$ cat src/rtl/mc_pkg.sv
// Shared types and helpers for the output macrocell.
// Assumes a three-way mode decode; the reserved setting folds into MC_REG.
package mc_pkg;

    typedef enum logic [1:0] {
        MC_REG    = 2'd0,
        MC_CPLX   = 2'd1,
        MC_SIMPLE = 2'd2
    } mc_mode_e;

    // Apply the per-cell polarity to a product-term sum.
    function automatic logic apply_pol(input logic sum, input logic pol);
        return pol ? sum : ~sum;
    endfunction

endpackage

$ cat src/rtl/mc_mode_decode.sv
// Decodes the two global bits into an operating mode.
// Assumes the reserved setting must keep the cell usable: it maps to
// registered mode and raises an error flag.
module mc_mode_decode
    import mc_pkg::*;
(
    input  logic     glb_nreg,
    input  logic     glb_ext,
    output mc_mode_e mode,
    output logic     cfg_err
);

    // Purpose: map the global bits onto a mode and flag the reserved code.
    always_comb begin
        cfg_err = 1'b0;
        if (!glb_nreg) begin
            mode    = MC_REG;
            cfg_err = !glb_ext;
        end else if (glb_ext) begin
            mode = MC_CPLX;
        end else begin
            mode = MC_SIMPLE;
        end
    end

endmodule

$ cat src/rtl/mc_term_or.sv
// ORs a set of product terms. SKIP_FIRST leaves term 0 out of the sum
// when that term is reserved as the enable term.
// Assumes NTERM >= 2.
module mc_term_or #(
    parameter int NTERM      = 8,
    parameter bit SKIP_FIRST = 1'b0
) (
    input  logic [NTERM-1:0] terms,
    output logic             sum
);

    localparam logic [NTERM-1:0] ALL_ONES = {NTERM{1'b1}};
    localparam logic [NTERM-1:0] KEEP     = SKIP_FIRST ? (ALL_ONES << 1) : ALL_ONES;

    // Purpose: reduce the kept terms into a single sum.
    always_comb begin
        sum = |(terms & KEEP);
    end

endmodule

$ cat src/rtl/mc_out_reg.sv
// The cell's state register: clear on reset, forced by preload,
// otherwise loads the array value.
// Assumes the reset is synchronous and active low, and that reset wins
// over preload.
module mc_out_reg (
    input  logic clk,
    input  logic rst_n,
    input  logic load_en,
    input  logic load_val,
    input  logic d,
    output logic q
);

    // Purpose: update the state with priority reset > preload > array.
    always_ff @(posedge clk) begin
        if (!rst_n) begin
            q <= 1'b0;
        end else if (load_en) begin
            q <= load_val;
        end else begin
            q <= d;
        end
    end

endmodule

$ cat src/rtl/mode_macrocell.sv
// One output cell of a sum-of-products device. The global mode and the
// per-cell bits choose between a registered pin, a combinatorial pin
// enabled by term 0, an always-driven pin, or a dedicated input.
// Assumes the pin driver sits outside and honours pin_oe, and that
// pin_in reflects the pin level. The register stores the inverse of the
// pin level, so a cleared register shows as a high pin.
module mode_macrocell
    import mc_pkg::*;
#(
    parameter int NTERM = 8
) (
    input  logic             clk,
    input  logic             rst_n,
    input  logic [NTERM-1:0] pterm,
    input  logic             glb_nreg,
    input  logic             glb_ext,
    input  logic             cell_alt,
    input  logic             cell_pol,
    input  logic             oe_pin_n,
    input  logic             preload_en,
    input  logic             preload_val,
    input  logic             pin_in,
    output logic             pin_out,
    output logic             pin_oe,
    output logic             fb_out,
    output logic             cfg_err
);

    localparam int EN_TERM = 0;

    mc_mode_e mode;
    logic     sum_all;
    logic     sum_data;
    logic     reg_d;
    logic     reg_q;
    logic     comb_all;
    logic     comb_data;

    mc_mode_decode u_decode (
        .glb_nreg (glb_nreg),
        .glb_ext  (glb_ext),
        .mode     (mode),
        .cfg_err  (cfg_err)
    );

    mc_term_or #(.NTERM(NTERM), .SKIP_FIRST(1'b0)) u_or_all (
        .terms (pterm),
        .sum   (sum_all)
    );

    mc_term_or #(.NTERM(NTERM), .SKIP_FIRST(1'b1)) u_or_data (
        .terms (pterm),
        .sum   (sum_data)
    );

    // Purpose: form the polarity-adjusted values and the register input.
    always_comb begin
        comb_all  = apply_pol(sum_all, cell_pol);
        comb_data = apply_pol(sum_data, cell_pol);
        reg_d     = ~comb_all;
    end

    mc_out_reg u_reg (
        .clk      (clk),
        .rst_n    (rst_n),
        .load_en  (preload_en),
        .load_val (preload_val),
        .d        (reg_d),
        .q        (reg_q)
    );

    // Purpose: select pin value, enable and feedback per mode.
    always_comb begin
        pin_out = comb_data;
        pin_oe  = pterm[EN_TERM];
        fb_out  = pterm[EN_TERM] ? comb_data : pin_in;
        unique case (mode)
            MC_REG: begin
                if (!cell_alt) begin
                    pin_out = ~reg_q;
                    pin_oe  = !oe_pin_n;
                    fb_out  = reg_q;
                end
            end
            MC_CPLX: begin
                pin_out = comb_data;
            end
            MC_SIMPLE: begin
                pin_out = comb_all;
                pin_oe  = !cell_alt;
                fb_out  = cell_alt ? pin_in : comb_all;
            end
            default: begin
                pin_out = comb_data;
            end
        endcase
    end

endmodule

$ cat config.mk
export PLATFORM = sky130hd
export DESIGN_NAME = mode_macrocell
export DESIGN_NICKNAME = d
export VERILOG_FILES = /design/src/rtl/mc_pkg.sv /design/src/rtl/mc_mode_decode.sv /design/src/rtl/mc_term_or.sv /design/src/rtl/mc_out_reg.sv /design/src/rtl/mode_macrocell.sv
export SDC_FILE = /design/constraint.sdc
export NUM_CORES = 1
export LEC_CHECK = 0
export ABC_AREA = 0
export BUFFER_PORTS_ARGS = -buffer_cell sky130_fd_sc_hd__buf_2
export CAP_MARGIN = 10
export CORE_AREA = 2 2 39 41
export DETAILED_ROUTE_END_ITERATION = 8
export DIE_AREA = 0 0 41 43
export GPL_TIMING_DRIVEN = 0
export PLACE_DENSITY = 0.47
export SYNTH_ARGS = -nofsm -noshare
export SYNTH_HDL_FRONTEND = slang
export SYNTH_HIERARCHICAL = 1
export SYNTH_SLANG_ARGS = --single-unit
$ cat constraint.sdc
create_clock -name clk -period 1.9 [get_ports clk]
set_input_delay 0 -clock clk [delete_from_list [all_inputs] [get_ports clk]]
set_output_delay 0 -clock clk [all_outputs]
set_load 0.05 [all_outputs]
### Word-level counts from Yosys, hierarchy flattened

Index checks and enable logic that the tools add are counted.

| storage, ports and cells | value |
|---|---|
| bits in registers | 1 |
| latch bits | 0 |
| bits in writable memories | 0 |
| memory bits (read-only) | 0 |
| output and inout port bits | 4 |
| word-level logic and storage cells | 26 |
| memories kept | 0 |

| operators by class | value |
|---|---|
| $add $sub $neg | 0 |
| multiply operators | 0 |
| div/mod/pow operators | 0 |
| order comparisons | 0 |
| equality and inequality tests | 1 |
| shifts and indexed selects | 0 |
| mux-type cells | 14 |
| bitwise operators | 4 |
| reduce and logical (&&, ||, !) cells | 6 |

Operators by type and width:

| cell | number |
|---|---|
| $mux W1 | 9 |
| $reduce_or A8 Y1 | 1 |
| $reduce_or A7 Y1 | 1 |
| $pmux W1 S2 | 3 |
| $mux W2 | 2 |
| $not A1 Y1 | 4 |
| $logic_not A1 Y1 | 3 |
| $eq A2 B2 Y1 const B | 1 |
| $logic_not A2 Y1 | 1 |

### Depth between registers and ports, before layout

| logic depth | value |
|---|---|
| depth in word-level cells | 6 |
| mapped depth | 6 |
| gate-level depth less buffers | 6 |

### Modules after synthesis

Netlist, hierarchy kept.

Modules (own cells, without submodules):

| module | instances | cells an instance | area each (µm²) | sequential area each (µm²) |
|---|---|---|---|---|
| mode_macrocell | 1 | 22 | 135.1 | 0.0 |
| mc_out_reg | 1 | 3 | 36.3 | 20.0 |
| mc_mode_decode | 1 | 3 | 16.3 | 0.0 |
| mc_term_or (u_or_all) | 1 | 3 | 16.3 | 0.0 |
| mc_term_or (u_or_data) | 1 | 3 | 15.0 | 0.0 |

### Worst setup path before layout

Ideal clock, no wire load.

| path | value |
|---|---|
| kind | in2out |
| start | input port pterm[1] |
| end | output port pin_out |
| data arrival time | 1511 ps |
| path slack | 389 ps |
| stages on the path | 5 |
| cell sequence | nor4_1 > nand2_1 > xor2_1 > or2_1 > o221ai_1 |

RTL lines:

| element | RTL line | RTL |
|---|---|---|
| start, declared | mode_macrocell.sv:14 | `input logic [NTERM-1:0] pterm,` |
| $reduce_or A8 Y1 * | mc_term_or.sv:17 | `sum = \|(terms & KEEP);` |
| via sum_all | mode_macrocell.sv:32 | `logic sum_all;` |
| $not A1 Y1 | mc_pkg.sv:13 | `return pol ? sum : ~sum;` |
| $mux W1 * | mc_pkg.sv:13 |  |
| $pmux W1 S2 * | mode_macrocell.sv:77 | `unique case (mode)` |
| end, declared | mode_macrocell.sv:23 | `output logic pin_out,` |

The timed path passes the listed nets; every way through them passes the cells marked *.

### Worst setup path in the final report

| path | value |
|---|---|
| start | input port pterm[0] |
| end | output port fb_out |

| between the ends | value |
|---|---|
| longest elaborated chain between the ends | 5 |

Ends and longest elaborated chain:

| element | RTL line | RTL |
|---|---|---|
| $reduce_or A8 Y1 * | mc_term_or.sv:17 |  |
| via sum_all | mode_macrocell.sv:32 |  |
| $not A1 Y1 | mc_pkg.sv:13 |  |
| $mux W1 * | mc_pkg.sv:13 |  |
| $mux W1 * | mode_macrocell.sv:91 | `fb_out = cell_alt ? pin_in : comb_all;` |
| $pmux W1 S2 * | mode_macrocell.sv:77 |  |
| end, declared | mode_macrocell.sv:25 | `output logic fb_out,` |

Marks and branches as above.

==> impl_summary.log <==
[metrics] Max IR drop VDD: approximately 0.14 mV
[metrics] share of the synthesized area in the top cell type: under 10%
[metrics] wire length of the first global-routing pass: 945 um
[metrics] Die W: ~41 um
[metrics] dpl hpwl: 534 um
[metrics] Die Y: 43 um
[metrics] Top reg by flops: u_reg/q
[metrics] Critical Path, Cell by Cell: buf_2 -> nor4_1 -> nand2_1 -> xor2_1 -> or2_1 -> nor3_1 -> a221o_1 -> buf_2
[metrics] multi-input gate area in the final layout: approximately 180 um^2
[metrics] number of resized instances in the post-cts repair step: 0
[metrics] number of antenna violations at the first check in global routing: 0
[metrics] outcome: finished, final reports clean
[metrics] share of the core filled with cells: between 20% and 30%
[metrics] final hold violations: 0
[metrics] FF+latch count, synth: 1
[metrics] met3 wire length: ~40 um
[metrics] starting density of the core: between 10% and 20%
[metrics] number of I/O pins: 22
[metrics] data required time at the worst endpoint: approximately 1.9 ns
[metrics] number of standard cells after synthesis: 34
[metrics] Post-Route Setup TNS: 0 ns
[metrics] part of the Yosys area used for sequential elements: under 10%
[metrics] Mean Syn Cell Area: 6.44 um^2
[metrics] footprint of the flip-flops and latches: approximately 20 um^2
[metrics] synthesized netlist net count: 52
[metrics] CTS hold repair buffers: 0
[metrics] registers with the highest flip-flop counts: u_reg/q: 1 flops
[metrics] largest stage delay on the critical path: about 0.26 ns
[metrics] sum of routed wire length over all layers: 575 um
[metrics] hold crit path type: input pin to register
[metrics] remaining max-slew budget at the tightest pin: just over 80%
[metrics] vias post-DR: ~300
[metrics] unrepaired setup endpoints after global routing: false
[metrics] post-layout instance area: about 340 um^2
[metrics] remaining global-route overflow: 0
[metrics] count of TritonRoute iterations in the first routing pass: 4
[metrics] via count normalized by instance count: ~4.2
[metrics] Post-DP Area: ~340 um^2
[metrics] GRT Total Usage: around 6.9%
[metrics] cell at the slowest stage of the critical path: nor4_1
[metrics] final critical-path share of the clock period: approximately three quarters
[metrics] input/output buffers: 20
[metrics] cell repeated most along the worst path: buf_2
[metrics] endpoint class of the critical path: output pin
[metrics] 1st-iter DRT viols: 7
[metrics] amount of wire on met2 after detailed routing: between 200 and 300 um
[metrics] Final Max Slew Viols: 0
[metrics] Die Footprint: between 0.0015 and 0.002 mm^2
[metrics] final weighted congestion in routability-driven placement: between 0.6 and 0.7
[metrics] Fillers: ~160
[metrics] number of different library cells in the post-synthesis netlist: 22
[metrics] clock-pin slew on the worst setup and hold paths: 0 ns
[metrics] DRC violation count after routing: 0
[metrics] met1 layer wirelength in the final routing: between 200 and 250 um
[metrics] top layer reached by signal wires: met3
[metrics] transition time at the pin with the least slew margin: 0.281 ns
[metrics] category of the critical setup timing path: input pin to output pin
[metrics] Static Leak: 0.156 nW
[metrics] post-detailed-route wirelength per cell: 8.21 um
[metrics] power density relative to cell area: between 300 and 400 mW/mm^2
[metrics] total number of nets in the final design: between 70 and 80
[metrics] Worst Setup Slack, final: 0.480 ns
[metrics] YS warnings: 6
[metrics] crit path launch type: input pin
[metrics] highest fanout seen on the critical path: 4
[metrics] Worst EP arrival: 1.42 ns
[metrics] cell type with the largest total area after synthesis: dfxtp_1
[metrics] max_cap viols: 0
[metrics] number of failing setup endpoints in the final timing report: 0
[metrics] maximum operating frequency: 0.704 GHz
[metrics] Antenna Cells: 0
[metrics] Antenna Nets Post-Route: 0
[metrics] max reg flops: 1
[metrics] mapped cell area: ~220 um^2
[metrics] area inside the core boundary: 0.00138 mm^2
[metrics] setup slack at placement: ~0.46 ns
[metrics] number of global-route vias before repair: 269
[metrics] synthesis-to-finish area growth: 54.9%
[metrics] row count: 14
[metrics] time the worst path needs with I/O delays and setup: 1.42 ns
[metrics] synth top area cells: dfxtp_1 (9.1%), mux2i_1 (9.1%), nor4_1 (8.6%)
[metrics] pin count of the biggest net entering global routing: 9
[metrics] number of setup buffers added after CTS: 0
[metrics] layout cells sized above 1: just over 40%
-- placed cells by master, fill, tap and decap left out, drive strengths merged --
cell / count
a21oi: 3
o21bai: 1
and2: 1
dfxtp: 1
nand2: 4
nor2: 1
mux2i: 2
or2: 1
a221o: 1
xor2: 1
nand3: 1
a211oi: 1
xnor2: 1
nor3: 3
buf: 21
inv: 3
nor2b: 2
o221ai: 1
o22ai: 1
nor4: 3
o21ai: 1
-- cell usage after synthesis --
cell type,n
buf_4,1
nor2_1,1
nor2b_1,2
and2_1,1
a221o_1,1
nor3_1,3
a211oi_1,1
nand2_1,4
o21ai_0,1
inv_1,2
inv_2,1
mux2i_1,2
xor2_1,1
o21bai_1,1
nor4_1,3
or2_1,1
dfxtp_1,1
a21oi_1,3
xnor2_1,1
o22ai_1,1
nand3_1,1
o221ai_1,1
-- final cells by class --
| cell class | instances | share of cell area [%] |
|---|---|---|
| plain buffers | 1 | 2.21 |
| inverters | 3 | 3.32 |
| multi-input cells | 29 | 53.1 |
| flip-flops and latches | 1 | 5.90 |
| well taps | 16 | 5.90 |
| repair buffers | 20 | 29.5 |
-- routing by layer --
layer  vias to the layer above  track usage (%)
li1                        167                -
met1                       120             8.89
met2                         9             12.8
met3                         0                0
met4                         0                0
met5                         -                0
-- worst max-delay path, delay by kind of cell --
kind	cells	cell delay, ns
AO/OA/AOI/OAI	1	0.14
AND/OR/NAND/NOR	4	0.74
buffers and inverters	2	0.37
XOR/XNOR	1	0.16
-- logic make-up after synthesis --
kind of cell | share of synthesized area, %
AND/OR/NAND/NOR | 37.7
flip-flops | 9.14
multiplexers | 9.14
buffers and inverters | 8.57
XOR/XNOR | 8.00
AO/OA/AOI/OAI | 27.4
-- metrics by stage --
step	hold WS, ns	cells	total power, mW
final	0.214	70	0.117
after global routing	0.234	70	0.124
after CTS	0.218	70	0.118
after detailed placement	0.218	70	0.118
after global placement	0.210	70	0.117
after floorplan	0.128	34	0.0856
-- power by group --
group | internal, mW | switching [mW]
logic | 0.0346 | 0.0585
clock network | 0 | 0
registers | 0.0229 | 0.000775
total | 0.0575 | 0.0593
-- path summary, 6_finish.rpt --
| check | start | endpoint | depth (start not counted) |
|---|---|---|---|
| max | pterm[0] | fb_out | 8 |
| min | rst_n | u_reg/q | 2 |
Note: power is estimated with default switching activity, not from simulation.
